## src/rtl/pwm_pkg.sv

```systemverilog
package pwm_pkg;
  localparam logic [7:0] GLB_ADDR   = 8'h00;
  localparam logic [7:0] CH_BASE    = 8'h14;
  localparam int         CH_STRIDE  = 16;
  localparam int         UPD_BIT    = 31;
  localparam int         POL_BIT    = 3;
  localparam int         MASK_BIT   = 8;
  localparam logic [1:0] MODE_RESET = 2'd1;

  typedef enum logic [1:0] {
    SEL_CTRL  = 2'd0,
    SEL_RANGE = 2'd1,
    SEL_PHASE = 2'd2,
    SEL_DUTY  = 2'd3
  } chreg_e;
endpackage

```

## src/rtl/pwm_regfile.sv

```systemverilog
module pwm_regfile
  import pwm_pkg::*;
#(
  parameter int NUM_CH = 4,
  parameter int CNT_W  = 16
) (
  input  logic                          clk,
  input  logic                          rst_n,
  input  logic [7:0]                    bus_addr,
  input  logic                          bus_wr,
  input  logic [31:0]                   bus_wdata,
  output logic [31:0]                   bus_rdata,
  input  logic [NUM_CH-1:0]             pend_i,
  output logic                          upd_req,
  output logic [NUM_CH-1:0]             stg_en,
  output logic [NUM_CH-1:0]             stg_pol,
  output logic [NUM_CH-1:0][CNT_W-1:0]  stg_range,
  output logic [NUM_CH-1:0][CNT_W-1:0]  stg_duty
);
  localparam int IDX_W   = (NUM_CH > 1) ? $clog2(NUM_CH) : 1;
  localparam int CH_SPAN = NUM_CH * CH_STRIDE;

  logic [NUM_CH-1:0]        mask_q;
  logic [NUM_CH-1:0][1:0]   mode_q;
  logic [NUM_CH-1:0][31:0]  phase_q;

  logic [7:0]   off;
  logic         in_ch, glb_hit;
  logic [IDX_W-1:0] ch_idx;
  chreg_e       sel;
  logic [31:0]  rd_mux;

  assign off     = bus_addr - CH_BASE;
  assign in_ch   = (bus_addr >= CH_BASE) && (int'(off) < CH_SPAN) && (bus_addr[1:0] == 2'b00);
  assign glb_hit = (bus_addr == GLB_ADDR);
  assign ch_idx  = off[4 +: IDX_W];
  assign sel     = chreg_e'(off[3:2]);
  assign upd_req = bus_wr && glb_hit && bus_wdata[UPD_BIT];

  always_ff @(posedge clk) begin
    if (!rst_n) begin
      stg_en    <= '0;
      stg_pol   <= '0;
      mask_q    <= '1;
      mode_q    <= {NUM_CH{MODE_RESET}};
      stg_range <= '0;
      stg_duty  <= '0;
      phase_q   <= '0;
    end else if (bus_wr) begin
      if (glb_hit) stg_en <= bus_wdata[NUM_CH-1:0];
      for (int c = 0; c < NUM_CH; c++) begin
        if (in_ch && (int'(ch_idx) == c)) begin
          case (sel)
            SEL_CTRL: begin
              mask_q[c]  <= bus_wdata[MASK_BIT];
              stg_pol[c] <= bus_wdata[POL_BIT];
              mode_q[c]  <= bus_wdata[1:0];
            end
            SEL_RANGE: stg_range[c] <= bus_wdata[CNT_W-1:0];
            SEL_PHASE: phase_q[c]   <= bus_wdata;
            default:   stg_duty[c]  <= bus_wdata[CNT_W-1:0];
          endcase
        end
      end
    end
  end

  always_comb begin
    rd_mux = '0;
    if (glb_hit) begin
      rd_mux[UPD_BIT]     = |pend_i;
      rd_mux[NUM_CH-1:0]  = stg_en;
    end
    for (int c = 0; c < NUM_CH; c++) begin
      if (in_ch && (int'(ch_idx) == c)) begin
        case (sel)
          SEL_CTRL: begin
            rd_mux[MASK_BIT] = mask_q[c];
            rd_mux[POL_BIT]  = stg_pol[c];
            rd_mux[1:0]      = mode_q[c];
          end
          SEL_RANGE: rd_mux[CNT_W-1:0] = stg_range[c];
          SEL_PHASE: rd_mux = phase_q[c];
          default:   rd_mux[CNT_W-1:0] = stg_duty[c];
        endcase
      end
    end
  end

  always_ff @(posedge clk) begin
    if (!rst_n) bus_rdata <= '0;
    else        bus_rdata <= rd_mux;
  end


  upd_arm_chk: assert property (@(posedge clk) disable iff (!rst_n)
    upd_req |=> (&pend_i));
endmodule

```

## src/rtl/pwm_chan.sv

```systemverilog
module pwm_chan #(
  parameter int CNT_W = 16
) (
  input  logic             clk,
  input  logic             rst_n,
  input  logic             upd_req,
  input  logic             stg_en,
  input  logic             stg_pol,
  input  logic [CNT_W-1:0] stg_range,
  input  logic [CNT_W-1:0] stg_duty,
  output logic             pend_o,
  output logic             pwm_o
);
  logic             act_en, act_pol;
  logic [CNT_W-1:0] act_range, act_duty, cnt;
  logic             eop, active;

  // End of period: a stopped or zero-period channel is always at a boundary.
  assign eop    = !act_en || (act_range == '0) || (cnt >= act_range - CNT_W'(1));
  assign active = act_en && (act_range != '0) && (cnt < act_duty);
  assign pwm_o  = active ^ act_pol;

  always_ff @(posedge clk) begin
    if (!rst_n) begin
      cnt       <= '0;
      pend_o    <= 1'b0;
      act_en    <= 1'b0;
      act_pol   <= 1'b0;
      act_range <= '0;
      act_duty  <= '0;
    end else begin
      cnt <= eop ? '0 : cnt + CNT_W'(1);
      if (eop && pend_o) begin
        act_en    <= stg_en;
        act_pol   <= stg_pol;
        act_range <= stg_range;
        act_duty  <= stg_duty;
      end
      if (upd_req)  pend_o <= 1'b1;
      else if (eop) pend_o <= 1'b0;
    end
  end


  mid_period_hold_chk: assert property (@(posedge clk) disable iff (!rst_n)
    !$past(eop) |-> ($stable(act_duty) && $stable(act_range) && $stable(act_en) && $stable(act_pol)));


  unarmed_hold_chk: assert property (@(posedge clk) disable iff (!rst_n)
    !pend_o |=> ($stable(act_duty) && $stable(act_range) && $stable(act_en) && $stable(act_pol)));


  idle_load_chk: assert property (@(posedge clk) disable iff (!rst_n)
    (pend_o && !act_en && !upd_req) |=> !pend_o);


  cnt_bound_chk: assert property (@(posedge clk) disable iff (!rst_n)
    (act_en && act_range != '0) |-> (cnt < act_range));


  zero_range_chk: assert property (@(posedge clk) disable iff (!rst_n)
    (act_range == '0) |-> (pwm_o == act_pol));
endmodule

```

## src/rtl/pwm_sync_bank.sv

```systemverilog
module pwm_sync_bank #(
  parameter int NUM_CH = 4,
  parameter int CNT_W  = 16
) (
  input  logic              clk,
  input  logic              rst_n,
  input  logic [7:0]        bus_addr,
  input  logic              bus_wr,
  input  logic [31:0]       bus_wdata,
  output logic [31:0]       bus_rdata,
  output logic [NUM_CH-1:0] pwm_out
);
  logic                         upd_req;
  logic [NUM_CH-1:0]            pend, stg_en, stg_pol;
  logic [NUM_CH-1:0][CNT_W-1:0] stg_range, stg_duty;

  pwm_regfile #(.NUM_CH(NUM_CH), .CNT_W(CNT_W)) u_regs (
    .clk(clk), .rst_n(rst_n), .bus_addr(bus_addr), .bus_wr(bus_wr),
    .bus_wdata(bus_wdata), .bus_rdata(bus_rdata), .pend_i(pend),
    .upd_req(upd_req), .stg_en(stg_en), .stg_pol(stg_pol),
    .stg_range(stg_range), .stg_duty(stg_duty)
  );

  for (genvar g = 0; g < NUM_CH; g++) begin : g_ch
    pwm_chan #(.CNT_W(CNT_W)) u_chan (
      .clk(clk), .rst_n(rst_n), .upd_req(upd_req),
      .stg_en(stg_en[g]), .stg_pol(stg_pol[g]),
      .stg_range(stg_range[g]), .stg_duty(stg_duty[g]),
      .pend_o(pend[g]), .pwm_o(pwm_out[g])
    );
  end
endmodule

```

## config.mk

```make
export PLATFORM = sky130hd
export DESIGN_NAME = pwm_sync_bank
export DESIGN_NICKNAME = d
export VERILOG_FILES = /design/src/rtl/pwm_pkg.sv /design/src/rtl/pwm_regfile.sv /design/src/rtl/pwm_chan.sv /design/src/rtl/pwm_sync_bank.sv
export SDC_FILE = /design/constraint.sdc
export NUM_CORES = 1
export LEC_CHECK = 0
export BUFFER_PORTS_ARGS = -buffer_cell sky130_fd_sc_hd__buf_2
export CAP_MARGIN = 20
export CORE_MARGIN = 2
export CORE_UTILIZATION = 35
export CTS_BUF_LIST = sky130_fd_sc_hd__clkbuf_16
export DETAILED_ROUTE_END_ITERATION = 8
export HOLD_SLACK_MARGIN = 0.1
export SLEW_MARGIN = 20
export SYNTH_ARGS = -nofsm -noshare
export SYNTH_HDL_FRONTEND = slang
export SYNTH_HIERARCHICAL = 1
export SYNTH_SLANG_ARGS = --single-unit
```

## constraint.sdc

```tcl
create_clock -name clk -period 4.4 [get_ports clk]
set_input_delay 0.66 -clock clk [delete_from_list [all_inputs] [get_ports clk]]
set_output_delay 0.66 -clock clk [all_outputs]
set_load 0.05 [all_outputs]
```

==> results of run 1 <==
-- placed cells by master, fill, tap and decap left out, types with 8 or more instances in the layout --
cell type / n
a211oi_1: 8
a21o_1: 12
a21oi_1: 330
a221oi_1: 9
a222oi_1: 15
a22o_1: 14
a22oi_1: 27
a2bb2oi_1: 13
a32oi_1: 9
and3_1: 21
buf_2: 75
buf_4: 58
clkbuf_16: 56
clkinv_1: 11
clkinv_2: 11
dfxtp_1: 512
ha_1: 132
inv_1: 107
mux2_2: 43
mux2i_1: 90
mux4_2: 14
nand2_1: 786
nand2b_1: 12
nand3_1: 145
nand4_1: 33
nor2_1: 157
nor2b_1: 14
nor3_1: 30
nor4_1: 13
o21a_1: 8
o21ai_0: 85
o21ai_1: 37
o22ai_1: 14
or3_1: 9
xnor2_1: 64
xor2_1: 50
-- routing by layer --
| layer | vias up | routed length (µm) | GRT usage (%) |
|---|---|---|---|
| li1 | 10700 | - | - |
| met1 | 10300 | 34200 | 27.1 |
| met2 | 710 | 34700 | 32.2 |
| met3 | 156 | 5610 | 3.96 |
| met4 | 20 | 2420 | 7.16 |
| met5 | - | 124 | 0 |
-- cell families after synthesis --
family / share of synthesized area, %
AOI/OAI and AO/OA: 15.4
xor gates and xnor gates: 3.92
adders and majority gates: 6.49
buffers and inverters: 5.58
DFF: 40.3
muxes: 6.68
and+or+nand+nor: 21.7
-- layout make-up --
| class | count | area (µm²) | share of cell area [%] |
|---|---|---|---|
| clock buffers | 56 | 1400 | 4.98 |
| clock inverters | 43 | 269 | 0.956 |
| diodes | 1 | 2.50 | 0.00889 |
| repair buffers | 135 | 846 | 3.01 |
| inverters | 94 | 360 | 1.28 |
| flip-flops and latches | 512 | 10200 | 36.4 |
| multi-input cells | 2304 | 13800 | 49.1 |
| well taps | 950 | 1190 | 4.22 |
-- registers in the layout (all words and copies together), names as in the netlist --
signal                 cells
u_regs/phase_q           128
g_ch.u_chan/act_duty      64
g_ch.u_chan/act_range     64
g_ch.u_chan/cnt           64
u_regs/stg_duty           64
u_regs/stg_range          64
u_regs/bus_rdata          32
u_regs/mode_q              8
g_ch.u_chan/act_en         4
g_ch.u_chan/act_pol        4
g_ch.u_chan/pend_o         4
u_regs/mask_q              4
u_regs/stg_en              4
u_regs/stg_pol             4
-- metrics by stage --
step	std cells	utilization, %	hold slack [ns]
after global placement	3995	36.9	0.438
final	4095	39.2	0.302
after global routing	4095	39.2	0.303
after detailed placement	3995	36.9	0.443
after CTS	4094	39.2	0.274
after floorplan	3123	-	0.433
-- worst paths after layout --
| path | endpoint | slack [ns] | depth (start not counted) |
|---|---|---|---|
| max | pwm_out[1] | 0.43 | 10 |
| min | u_regs/phase_q[52] | 0.30 | 3 |
| max reg2reg | g_ch[2].u_chan/cnt[6] | 0.72 | 12 |
| min reg2reg | u_regs/phase_q[99] | 0.45 | 2 |
-- report_power, final --
part	switching, µW	internal, µW	leakage [µW]
sequential	2.95	4640	0.00412
clock	1970	2420	0.000875
combinational	316	83.9	0.00507
total	2280	7140	0.0101
-- tightest hold or removal path: stages --
cell     delay [ns]
buf_2          0.12
nand2_1        0.05
a21oi_1        0.05
==> summary.txt, run 1 <==
P_leak -> 0.0101 µW
Yosys cell types -> 79
Core ar. -> 71,700 µm²
Largest stage delay, worst path -> 0.49 ns
Die Height -> 274 µm
Main synth FF type -> dfxtp_1
dpl hpwl -> 52,300 µm
via count -> 21,900
largest net degree at the start of global routing -> 133
share of cells above drive strength 1 -> 9.70%
DRT iter0 DRCs -> 2,178
global route overflow -> 0
Seq cells post-synth -> 512
area of placed instances -> 26,500 µm²
mean post-synth cell area -> 8.15 µm²
minimum clock period -> 3.97 ns
Buffers on Ports -> 78
Final Hold Viols -> 0
I/O pin count -> 79
H-tree lvl count -> 2
CP top delay family -> simple AND/OR/NAND/NOR gates
Seq/Total Area, Yosys -> 40.3%
RD Place Congestion -> 0.931
fill count -> 7,382
cell with the most instances after synthesis -> nand2_1
PostCTS Resize Cnt -> 0
pre-CTS WS -> 0.737 ns
crit share post-route -> 90.3%
achievable frequency -> 0.252 GHz
fin nets -> 3,278
Area growth, synth to finish -> 10.6%
CTS Buffer Depth -> 3
setup repair bufs after CTS -> 0
Async SR Flop Fraction -> 0%
WP buf/inv -> 3
Synth area leader -> dfxtp_1
status -> finished clean
Slew HR -> 39.5%
Setup TNS -> 0 ns
CP max FO -> 4
Hold Buf Count CTS -> 0
DRT Wirelength -> 77,100 µm
WP data required -> 3.74 ns
Hold Startpoint -> bus_wdata[20]
Synth Warn # -> 6
EDFF count, synth -> 0
final setup fails -> 0
Synth Instances -> 3,123
Post-synth top cells -> nand2_1 (786), dfxtp_1 (512), a21oi_1 (330)
vias in the first global route -> 20,600
Setup crit start kind -> flip-flop
CTS sink count -> 512
Post-Syn Area -> 25,500 µm²
MaxCap Viol Count -> 0
unrepaired setup endpoints after global routing -> no
fin area -> 28,100 µm²
Antenna Nets Post-Route -> 0
total clock buffers created by CTS -> 56
PwrDens -> 335 nW/µm²
drt wl/cell -> 18.8 µm
clk_lat worst skew -> 0.63 ns
Critical path origin -> g_ch[1].u_chan/act_range[0]
CTS tree -> built
Slew Viols, Final -> 0
Chip Width -> 274 µm
gr usage total -> 20.2%
Worst setup EP type -> output pin
# rows -> 98
CP max stage cell -> or4b_4
Setup Skew -> 0.0176 ns
Critical Path AT -> 3.31 ns
dominant cells by area after synthesis -> dfxtp_1 (40%), nand2_1 (12%), a21oi_1 (6.5%)
Synth top area share -> 40.3%
Clk pin slew, worst setup/hold paths -> 0.06 ns
vias per inst -> 5.34
r2r startpoint -> g_ch[2].u_chan/act_range[2]
die area -> 74,900 µm²
critical-path cell list -> inv_1 -> ha_1 -> or4b_4 -> or3_4 -> o41a_1 -> o21ai_0 -> a2111oi_0 -> buf_4 -> xor2_1 -> buf_2
Initial Utilization -> 35.5%
global-route wire length before repair -> 120,000 µm
Remaining DRCs -> 0
setup ws final -> 0.426 ns
hold crit path type -> in -> reg
Worst Tran Pin Value -> 0.908 ns
overall power -> 9430 µW
syn nets -> 3,298
TritonRoute pass-1 iters -> 5
CP Class -> reg -> out
Peak supply drop -> 0.284 mV
initial antenna violation count -> 14
Root Driver -> clkbuf_16
(Power assumes the default switching activity.)
==> inputs of run 2 (changes only) <==
CTS_BUF_LIST = sky130_fd_sc_hd__clkbuf_4   (was sky130_fd_sc_hd__clkbuf_16)
==> summary.txt, run 2 (synthesis gave the netlist of run 1 again) <==
status -> finished clean
most common cell after layout, fill and taps aside -> nand2_1
Peak supply drop -> 0.193 mV
Largest stage delay, worst path -> 0.48 ns
length in cells of the worst reg-to-reg path -> 12
share of cells above drive strength 1 -> 13.8%
I/O pin count -> 79
DRT Wirelength -> 78,300 µm
largest net degree at the start of global routing -> 133
CP max FO -> 4
Chip Width -> 274 µm
die area -> 74,900 µm²
placed cell count -> 3,995
global-route wire length before repair -> 122,000 µm
Finished Layout Cells -> 4,277
Antenna Nets Post-Route -> 0
P_leak -> 0.0104 µW
Critical Path AT -> 3.52 ns
fin nets -> 3,397
CTS sink count -> 512
Worst Tran Pin Value -> 0.915 ns
fill count -> 7,386
# rows -> 98
Setup TNS -> 0 ns
Area growth, synth to finish -> 12.6%
final setup fails -> 0
Slew HR -> 39.0%
Setup Skew -> 0.0466 ns
crit share post-route -> 94.9%
Buffers on Ports -> 78
RD Place Congestion -> 0.931
Slew Viols, Final -> 0
gr usage total -> 20.7%
clk_lat worst skew -> 0.96 ns
vias in the first global route -> 21,600
Remaining DRCs -> 0
achievable frequency -> 0.239 GHz
Final Hold Viols -> 0
global route overflow -> 0
Multi-input gate area -> 13,800 µm²
max FFs per register -> 128
hold crit path type -> in -> reg
register area -> 10,200 µm²
pre-CTS WS -> 0.737 ns
Initial Utilization -> 35.5%
Worst setup EP type -> output pin
dpl hpwl -> 52,300 µm
drt wl/cell -> 18.3 µm
DRT iter0 DRCs -> 2,031
total clock buffers created by CTS -> 143
Largest Register -> u_regs/phase_q
PwrDens -> 332 nW/µm²
CTS tree -> built
overall power -> 9520 µW
hold depth -> 3
WP data required -> 3.74 ns
Setup crit start kind -> flip-flop
CTS Buffer Depth -> 3
CP max stage cell -> or4b_4
minimum clock period -> 4.18 ns
vias per inst -> 5.29
TritonRoute pass-1 iters -> 6
Die Height -> 274 µm
via count -> 22,600
Clk pin slew, worst setup/hold paths -> 0.07 ns
setup ws final -> 0.224 ns
initial antenna violation count -> 11
most frequent cells in the layout -> nand2_1 (786), dfxtp_1 (512), a21oi_1 (330)
CP Class -> reg -> out
Core ar. -> 71,700 µm²
unrepaired setup endpoints after global routing -> no
Root Driver -> clkbuf_4
critical-path cell list -> inv_1 -> ha_2 -> or4b_4 -> or3_4 -> o41a_1 -> o21ai_0 -> a2111oi_0 -> buf_4 -> xor2_1 -> buf_6
H-tree lvl count -> 4
MaxCap Viol Count -> 0
-- run 2: metal layers --
layer / track usage (%) / wire (µm)
met1: 27.1 / 34400
met2: 32.4 / 35400
met3: 4.89 / 6020
met4: 9.09 / 2310
met5: 0 / 77
-- run 2: power breakdown --
group,internal [µW],switching [µW],total (µW)
Combinational,102,322,424
Clock,2360,2090,4450
Sequential,4640,2.94,4640
Total,7100,2420,9520
-- run 2: cell type report --
type / instances / share of cell area [%]
Clock inverter: 38 / 0.965
Multi-Input combinational cell: 2304 / 48.3
Sequential cell: 512 / 35.8
Inverter: 94 / 1.26
Clock buffer: 208 / 5.45
Antenna cell: 4 / 0.0349
Timing Repair Buffer: 167 / 4.10
Tap cell: 950 / 4.15
-- run 2: per-stage QoR --
stage | hold WS (ns) | cell area [µm²] | util [%]
4_1_cts | 0.101 | 28600 | 39.9
5_1_grt | 0.142 | 28600 | 39.9
3_3_place_gp | 0.438 | 26500 | 36.9
3_5_place_dp | 0.443 | 26500 | 36.9
2_1_floorplan | 0.433 | 25500 | -
6_report | 0.221 | 28600 | 39.9
-- run 2: path summary, 6_finish.rpt --
| kind | startpoint | end | slack, ns |
|---|---|---|---|
| worst max-delay path | g_ch[1].u_chan/act_range[0] | pwm_out[1] | 0.22 |
| worst min-delay path | bus_wdata[0] | u_regs/stg_duty[16] | 0.22 |
| worst max register to register | g_ch[2].u_chan/act_range[2] | g_ch[2].u_chan/cnt[10] | 0.66 |
| worst min register to register | u_regs/phase_q[0] | u_regs/phase_q[0] | 0.45 |
-- run 2: worst max-delay path, delay by kind of cell, from the launching register on --
family / cells / cell delay [ns]
AND/OR/NAND/NOR: 2 / 0.89
flip-flops: 1 / 0.32
adder cells (fa/ha/maj): 1 / 0.20
XOR/XNOR: 1 / 0.16
buffers and inverters: 3 / 0.44
AO/OA/AOI/OAI: 3 / 0.54
-- run 2: repair_timing --
action,in CTS,in global routing
pin swaps,0,1
hold buffers,32,0
gates resized for setup,1,4
buffers inserted,0,0
hold endpoints to repair,211,0
endpoints found under the setup margin,1,2
